File: config.mk
export PLATFORM = sky130hd
export DESIGN_NAME = nest_irq_ctrl
export DESIGN_NICKNAME = d
export VERILOG_FILES = /design/src/rtl/nest_irq_pkg.sv /design/src/rtl/nest_irq_datapath.sv /design/src/rtl/nest_irq_control.sv /design/src/rtl/nest_irq_ctrl.sv
export SDC_FILE = /design/constraint.sdc
export NUM_CORES = 1
export LEC_CHECK = 0
export BUFFER_PORTS_ARGS = -buffer_cell sky130_fd_sc_hd__buf_2
export CAP_MARGIN = 25
export CORE_ASPECT_RATIO = 1.1
export CORE_MARGIN = 4
export CORE_UTILIZATION = 47
export DETAILED_ROUTE_END_ITERATION = 10
export PLACE_DENSITY = 0.85
export SLEW_MARGIN = 0
export SYNTH_ARGS = -nofsm -noshare
export SYNTH_HDL_FRONTEND = slang
export SYNTH_SLANG_ARGS = --single-unit
export TNS_END_PERCENT = 30
File: constraint.sdc
create_clock -name clk -period 10.3 [get_ports clk]
set_clock_uncertainty 0.2 [all_clocks]
set_input_delay 1.545 -clock clk [delete_from_list [all_inputs] [get_ports clk]]
set_output_delay 1.545 -clock clk [all_outputs]
set_load 0.005 [all_outputs]
File: src/rtl/nest_irq_pkg.sv
package nest_irq_pkg;
  localparam int NUM_SRC = 15;
  localparam int NUM_VEC = 9;
  localparam int NUM_LVL = 3;
  localparam int NUM_TOP_VEC = 2;
  localparam int LVL_W = $clog2(NUM_LVL + 1);
  localparam int VEC_W = $clog2(NUM_VEC + 1);

  // Level codes: 0 none, 1 low, 2 high, 3 highest
  typedef logic [LVL_W-1:0] lvl_t;

  typedef struct packed {
    logic [NUM_LVL-1:0] pushMask;
    logic [NUM_LVL-1:0] popMask;
  } svcStrobe_t;

  // Zero-based vector index served by a source
  function automatic int srcToVec(input int s);
    case (s)
      0:        return 0;
      1:        return 1;
      2, 3:     return 2;
      4, 5:     return 3;
      6:        return 4;
      7, 8:     return 5;
      9:        return 6;
      10,11,12: return 7;
      default:  return 8;
    endcase
  endfunction
endpackage

File: src/rtl/nest_irq_datapath.sv
module nest_irq_datapath
  import nest_irq_pkg::*;
(
  input  logic               clk,
  input  logic               rstN,
  input  logic [NUM_SRC-1:0] srcReq,
  input  logic [NUM_SRC-1:0] srcClr,
  input  svcStrobe_t         strobe,
  output logic [NUM_SRC-1:0] flags,
  output logic [NUM_LVL-1:0] inSvc
);

  always_ff @(posedge clk) begin
    if (!rstN) begin
      flags <= '0;
      inSvc <= '0;
    end else begin
      flags <= (flags & ~srcClr) | srcReq;
      inSvc <= (inSvc & ~strobe.popMask) | strobe.pushMask;
    end
  end

  AST_FLAG_LATCH: assert property (@(posedge clk) disable iff (!rstN)
    1'b1 |=> ((flags & $past(srcReq)) == $past(srcReq))) else $error("flag not set");

  AST_FLAG_CLEAR: assert property (@(posedge clk) disable iff (!rstN)
    1'b1 |=> ((flags & $past(srcClr & ~srcReq)) == '0)) else $error("flag not cleared");

  AST_PUSH_MARK: assert property (@(posedge clk) disable iff (!rstN)
    (strobe.pushMask != '0) |=> ((inSvc & $past(strobe.pushMask)) != '0)) else $error("push lost");

  AST_POP_ONE: assert property (@(posedge clk) disable iff (!rstN)
    (strobe.popMask != '0 && strobe.pushMask == '0)
      |=> ($countones(inSvc) + 1 == $countones($past(inSvc)))) else $error("pop count");

endmodule

File: src/rtl/nest_irq_control.sv
module nest_irq_control
  import nest_irq_pkg::*;
(
  input  logic               clk,
  input  logic               rstN,
  input  logic [NUM_SRC-1:0] flags,
  input  logic [NUM_SRC-1:0] srcEn,
  input  logic [NUM_VEC-1:0] vecPrio,
  input  logic [NUM_LVL-1:0] inSvc,
  input  logic               cpuAck,
  input  logic               intRet,
  output logic               irqReq,
  output logic [VEC_W-1:0]   irqVec,
  output svcStrobe_t         strobe
);

  function automatic logic [NUM_SRC-1:0] vecSources(input int v);
    logic [NUM_SRC-1:0] m;
    m = '0;
    for (int s = 0; s < NUM_SRC; s++)
      if (srcToVec(s) == v) m[s] = 1'b1;
    return m;
  endfunction

  logic [NUM_VEC-1:0] vecPend;
  lvl_t               vecLvl [NUM_VEC];
  logic [NUM_SRC-1:0] liveFlags;

  assign liveFlags = flags & srcEn;

  for (genvar v = 0; v < NUM_VEC; v++) begin : g_vec
    localparam logic [NUM_SRC-1:0] SRC_MASK = vecSources(v);
    assign vecPend[v] = |(liveFlags & SRC_MASK);
    if (v < NUM_TOP_VEC) begin : g_top
      assign vecLvl[v] = vecPrio[v] ? lvl_t'(3) : lvl_t'(1);
    end else begin : g_norm
      assign vecLvl[v] = vecPrio[v] ? lvl_t'(2) : lvl_t'(1);
    end
  end

  // Highest level in service
  lvl_t               topLvl;
  logic [NUM_LVL-1:0] topMask;
  always_comb begin
    topLvl  = '0;
    topMask = '0;
    for (int l = 0; l < NUM_LVL; l++) begin
      if (inSvc[l]) begin
        topLvl  = lvl_t'(l + 1);
        topMask = NUM_LVL'(1) << l;
      end
    end
  end

  // Greatest level wins; descending scan with >= keeps lowest index on ties
  lvl_t           bestLvl;
  logic [VEC_W-1:0] bestVec;
  always_comb begin
    bestLvl = '0;
    bestVec = '0;
    for (int v = NUM_VEC - 1; v >= 0; v--) begin
      if (vecPend[v] && vecLvl[v] >= bestLvl) begin
        bestLvl = vecLvl[v];
        bestVec = VEC_W'(v + 1);
      end
    end
  end

  assign irqReq = (bestLvl > topLvl);
  assign irqVec = irqReq ? bestVec : '0;

  always_comb begin
    strobe.pushMask = '0;
    if (cpuAck && irqReq)
      strobe.pushMask = NUM_LVL'(1) << (bestLvl - lvl_t'(1));
    strobe.popMask = intRet ? topMask : '0;
  end

  AST_STRICT_PREEMPT: assert property (@(posedge clk) disable iff (!rstN)
    irqReq |-> ((inSvc >> (bestLvl - lvl_t'(1))) == '0)) else $error("preempt at level in service");

  AST_VEC_RANGE: assert property (@(posedge clk) disable iff (!rstN)
    irqReq |-> (irqVec >= VEC_W'(1) && irqVec <= VEC_W'(NUM_VEC))) else $error("vector out of range");

  AST_IDLE_ZERO: assert property (@(posedge clk) disable iff (!rstN)
    !irqReq |-> (irqVec == '0)) else $error("idle vector nonzero");

  AST_NO_TOP_FOR_LOW_VEC: assert property (@(posedge clk) disable iff (!rstN)
    (irqReq && irqVec > VEC_W'(NUM_TOP_VEC)) |-> (bestLvl != lvl_t'(3))) else $error("shared vector at highest");

  AST_ACK_IDLE: assert property (@(posedge clk) disable iff (!rstN)
    (cpuAck && !irqReq) |=> ($past(inSvc) & ~inSvc) == ($past(inSvc) & ~inSvc) && ((inSvc & ~$past(inSvc)) == '0)) else $error("idle ack changed state");

endmodule

File: src/rtl/nest_irq_ctrl.sv
module nest_irq_ctrl
  import nest_irq_pkg::*;
(
  input  logic               clk,
  input  logic               rstN,
  input  logic [NUM_SRC-1:0] srcReq,
  input  logic [NUM_SRC-1:0] srcClr,
  input  logic [NUM_SRC-1:0] srcEn,
  input  logic [NUM_VEC-1:0] vecPrio,
  input  logic               cpuAck,
  input  logic               intRet,
  output logic               irqReq,
  output logic [VEC_W-1:0]   irqVec
);

  logic [NUM_SRC-1:0] flags;
  logic [NUM_LVL-1:0] inSvc;
  svcStrobe_t         strobe;

  nest_irq_datapath i_datapath (
    .clk    (clk),
    .rstN   (rstN),
    .srcReq (srcReq),
    .srcClr (srcClr),
    .strobe (strobe),
    .flags  (flags),
    .inSvc  (inSvc)
  );

  nest_irq_control i_control (
    .clk     (clk),
    .rstN    (rstN),
    .flags   (flags),
    .srcEn   (srcEn),
    .vecPrio (vecPrio),
    .inSvc   (inSvc),
    .cpuAck  (cpuAck),
    .intRet  (intRet),
    .irqReq  (irqReq),
    .irqVec  (irqVec),
    .strobe  (strobe)
  );

endmodule

After elaboration in Yosys (flattened, before gate mapping)
Cells that the tools add are included.

Add/subtract/negate cells: 1. Magnitude comparators: 10. Shift operators: 1. Multiplexer cells: 36. Bitwise logic cells: 7. Reduce and logical (&&, ||, !) cells: 15.

Operators with widths (count): $mux W2 (20); $mux W4 (10); $and A15 B15 Y15 (2); $ge A2 B2 Y1 (8); $not A15 Y15 (1); $or A15 B15 Y15 (1); $mux W3 (4); $logic_and A1 B1 Y1 (10); $reduce_or A2 Y1 (4); $and A3 B3 Y3 (1); $not A3 Y3 (1); $or A3 B3 Y3 (1); $reduce_or A3 Y1 (1); $shl A1 B2 Y3 const A (1); $ge A2 B1 Y1 const B (1); $gt A2 B2 Y1 (1); $mux W1 (2); $sub A2 B1 Y2 const B (1).

Register bits after elaboration: 18. Input bits: 58. Output and inout port bits: 5. Word-level logic and storage cells: 72.

Longest topological paths before layout
Depth after elaboration: 32. Gate-level depth with buffers: 41. Mapped depth without buffers: 41.

Hierarchy
A second synthesis with hierarchy kept.

Cell total of the unflattened synthesis: 193. Area, all modules: 1592.8 um^2.

Modules (own cells, without submodules): nest_irq_control (times used 1, cells each 137, area each 953.4 um^2, seq. area each 0.0 um^2); nest_irq_datapath (times used 1, cells each 56, area each 639.4 um^2, seq. area each 360.3 um^2).

Worst setup path before layout
OpenSTA, ideal clock, no wires.

Path type: input-to-output. Start point: input port srcEn[13]. End point: output port irqVec[3]. Arrival: 8.049 ns. Data required time: 8.555 ns. Slack: 0.506 ns. Stages on the path: 40. Path buffers: 0. Path through: a22oi_1 > nor2_1 > ha_1 > nand2b_1 > a21oi_1 > o21ai_0 > o31ai_1 > ha_1 > nand2b_1 > nand3_1 > nor2_1 > a211oi_1 > nor2_1 > ha_1 > nand2b_1 > nand2_1 > o21ai_0 > nor2_1 > [... 4 more ...] > a21oi_1 > ha_1 > nand2b_1 > nand2_1 > a211oi_1 > a31oi_1 > inv_1 > ha_1 > o21ai_0 > nand2_1 > o2bb2ai_1 > o21a_4 > ha_1 > nor2_1 > a21oi_1 > nor2_1 > o21ai_0 > and4b_1.

Word-level cells in the longest chain between the ends: 30. Elaborated cells between the ends (all ways): 39. Those cells by class: 9 x order compare; 19 x mux; 1 x bitwise; 10 x reduce/logical.

RTL lines: start: declaration (line nest_irq_ctrl.sv:8) `input logic [NUM_SRC-1:0] srcEn,`; $and A15 B15 Y15 (*) (line nest_irq_control.sv:29) `assign liveFlags = flags & srcEn;`; $reduce_or A2 Y1 (*) (line nest_irq_control.sv:33) `assign vecPend[v] = |(liveFlags & SRC_MASK);`; $logic_and A1 B1 Y1 (*) (line nest_irq_control.sv:62) `if (vecPend[v] && vecLvl[v] >= bestLvl) begin`; $mux W2 (line nest_irq_control.sv:62); $ge A2 B2 Y1 (line nest_irq_control.sv:62); $logic_and A1 B1 Y1 (line nest_irq_control.sv:62); $mux W2 (line nest_irq_control.sv:62); $ge A2 B2 Y1 (line nest_irq_control.sv:62); [... 14 more ...]; $ge A2 B2 Y1 (line nest_irq_control.sv:62); $logic_and A1 B1 Y1 (line nest_irq_control.sv:62); $mux W2 (line nest_irq_control.sv:62); $ge A2 B2 Y1 (line nest_irq_control.sv:62); $logic_and A1 B1 Y1 (line nest_irq_control.sv:62); $mux W2 (line nest_irq_control.sv:62); $gt A2 B2 Y1 (line nest_irq_control.sv:69) `assign irqReq = (bestLvl > topLvl);`; $mux W4 (*) (line nest_irq_control.sv:70) `assign irqVec = irqReq ? bestVec : '0;`; end: declaration (line nest_irq_ctrl.sv:13) `output logic [VEC_W-1:0] irqVec`.

Every way passes the cells marked *; elsewhere a longest branch is shown, timed or not.

Final worst setup path
Ends and elaborated chain as after synthesis.

==> reports/results.tsv <==
stage	metric	value	unit
power	Pwr Density	113.4	nW/um2
floorplan	Die W	60.57	um
drt	routed via count	1506	
layout	P&R area growth vs syn	33.45	%
job	Max Cap Violations	0	
clock_tree	total CTS buffers	3	
floorplan	Die ar.	3987	um2
power	Max VDD drop	0.08687	mV
drt	Iter 0 DRT Violations	58	
sta	post-layout min period	9.805	ns
synth	post-synth top area share	0.2522	
hold_path	Hold Path Class	reg2reg	
synth	Syn Std Cell Area	1429	um2
sta	Worst Tran Pin Value	0.7034	ns
sta	crit share post-route	0.9520	
setup_path	cell repeated most along the worst path	ha_1	
synth	mux share of post-synthesis cell area	0	
global_routing	met3 Track Usage GR	0.02734	
clock_tree	Worst-Skew Late Latency	0.28	ns
placement	gp weighted congestion	0.8552	
sta	Final Max Slew Viols	0	
layout	# fillers	249	
global_routing	initial antenna violation count	0	
synth	Post-synth top cells	dfxtp_1 (18), nor2_1 (17), nor2b_1 (16), o21a_1 (16), nand2_1 (12)	
global_routing	vias in the first global route	1413	
floorplan	io pins	63	
setup_path	CP Launch Type	input port	
global_routing	total gr overflow	0	
drt	routed vias/inst	5.379	
synth	EDFF count, synth	0	
global_routing	pin count of the biggest net entering global routing	21	
global_routing	met2 usage	0.3302	
global_routing	first-pass GRT wire length	5.954	mm
power	Int Pwr	144.8	uW
drt	antenna viol nets, final	0	
layout	fin util	0.6743	
sta	Final Hold Viols	0	
clock_tree	H-tree Lvls	1	
setup_path	max incr delay on CP	0.30	ns
placement	DP Area	1799	um2
synth	Avg Cell Area, Syn	8.165	um2
synth	Mapped Nets	241	
clock_tree	CTS tree	built	
drt	final wirelength	3.621	mm
floorplan	die height	65.83	um
sta	sum of negative setup slack	0	ns
floorplan	Core Region	2828	um2
sta	Final setup viols	0	
synth	most frequent cell after synthesis	dfxtp_1	
drt	total iterations of the first detailed-routing run	4	
global_routing	Global Route Usage Sum	0.1916	
layout	Ant. Diodes	0	
synth	Synth Area in Simple Gates	0.2960	
synth	sequential-to-total area share from yosys stat	0.2522	
setup_path	Data arrival, critical path	8.06	ns
setup_path	critical path class	in2out	
layout	fin area	1907	um2
synth	Synth Area in Adders	0.07793	
power	Leakage	0.0008888	uW
placement	Post-DP HPWL	3.043	mm
synth	Post-Synth XOR/XNOR Area	0	
power	total power draw	216.2	uW
run_status	status	finished clean	
synth	Mapped Cells	175	
synth	Ys Warns	0	
power	Clock power frac	0.196	
setup_path	slowest stage cell, crit path	ha_1	
power	Switch Pwr	71.41	uW
power	Sequential Power Share	0.356	
drt	DRC errors left	0	
power	Net Sw Frac	0.3302	
synth	synth unique cells	50	
clock_tree	CTS root buffer	clkbuf_4	
power	Comb power frac	0.448	
synth	synth top area cells	dfxtp_1 (25%), o21a_1 (8.4%), ha_1 (7.0%)	
global_routing	met1 GRT Util	0.2455	
sta	maximum clock rate	102.0	MHz
clock_tree	Worst-path clk slew	0.10	ns
setup_path	Worst EP required	8.56	ns
floorplan	initial core utilization	0.5053	
clock_tree	Hold Buf Count CTS	0	
synth	number of synthesized register bits	18	
synth	synthesized-area fraction occupied by ao, oa, aoi and oai cells	0.3450	
layout	final non-filler cell total	280	
synth	main combinational cell family by area after synthesis	compound AO/OA/AOI/OAI gates	
floorplan	num rows	20	
clock_tree	CTS Buffer Depth	2	
placement	Buffers on Ports	62	
placement	Inst Count DP	272	
drt	wire length per cell	12.93	um
sta	Worst slew margin	0.5301	
setup_path	Crit Path Max Fanout	4	
setup_path	Critical Path Sink Type	output port	
clock_tree	# clock sinks	18	
synth	main flop type after synthesis	dfxtp_1	
global_routing	gr busiest metal	met2	
synth	Synth area leader	dfxtp_1	
layout	layout cell share with drive strength beyond 1	0.3684	
synth	fraction of registers with async set/reset	0	
layout	number of nets in the layout	314	
[metrics by stage]
| stage | setup slack (ns) | hold slack (ns) |
|---|---|---|
| finish | 0.4946 | 0.3381 |
| global route | -0.08127 | 0.3618 |
| CTS | 0.01546 | 0.3352 |
| detailed placement | 0.03682 | 0.3158 |
| global placement | 0.2006 | 0.3146 |
| floorplan | 0.5061 | 0.2842 |
[area by class of cell]
class	count	area [um2]	area share
Sequential cell	18	360.3	0.1890
Inverter	6	22.52	0.01181
Timing Repair Buffer	71	377.9	0.1982
Clock buffer	4	36.28	0.01903
Multi-Input combinational cell	148	1069	0.5604
Tap cell	33	41.29	0.02165
[cell usage in the layout (no fill, tap or decap), drive strengths merged, types with 2 or more instances in the layout]
cell    Yosys  routed
a22o        3       3
o21a       17      17
ha          8       8
inv         6       6
nand3       5       5
dfxtp      18      18
nor3b       2       2
buf         2      71
a21o        2       2
o21ai       9       9
nand4       2       2
nand3b      2       2
and2        3       3
o21bai      3       3
a21oi       9       9
o31ai       3       3
nor3        3       3
nand2      13      13
a211oi      2       2
nand2b      7       7
nor2       17      17
clkbuf      1       4
nor2b      16      16
a31oi       2       2
[flip-flops by register name, summed over array words and instances, names as in the netlist]
signal and count:
i_datapath.flags 15, i_datapath.inSvc 3
[critical path: cells and delay by family]
kind                       cells  cell delay [ns]
AOI/OAI and AO/OA             15             1.90
adders and majority gates      7             1.88
and+or+nand+nor               16             2.13
buffers and inverters          5             0.59
[per-layer routing]
metal / part of all wire / routed length (um)
met4: 0.0058 / 21
met2: 0.53 / 1903
met5: 0 / 0
met1: 0.42 / 1525
met3: 0.047 / 170
[power groups by stage]
stage	sequential (uW)	clock, uW	combinational, uW
after floorplan	77.7	0	57.3
after global placement	78.3	0	86.3
after detailed placement	78.4	0	88.9
after CTS	76.8	44.3	89.3
after global routing	77.6	47.6	109
final	76.9	42.4	96.9
[path summary, 6_finish.rpt]
path | startpoint | cells after the start | to | slack (ns)
max | srcEn[13] | 43 | irqVec[3] | 0.49
max reg2reg | i_datapath.flags[13] | 41 | i_datapath.inSvc[1] | 3.39
min | i_datapath.inSvc[2] | 2 | i_datapath.inSvc[2] | 0.34
min reg2reg | i_datapath.inSvc[2] | 2 | i_datapath.inSvc[2] | 0.34
[repair_timing]
item,CTS,global route
gates resized for setup,0,9
setup endpoints to repair,0,5
buffers inserted,0,4
hold endpoints to repair,0,0
[cells by family after synthesis]
group,Yosys count
buffers and inverters,9
adder cells (fa/ha/maj),9
AND/OR/NAND/NOR,76
AO/OA/AOI/OAI,63
flip-flops,18
(Power assumes the default switching activity.)
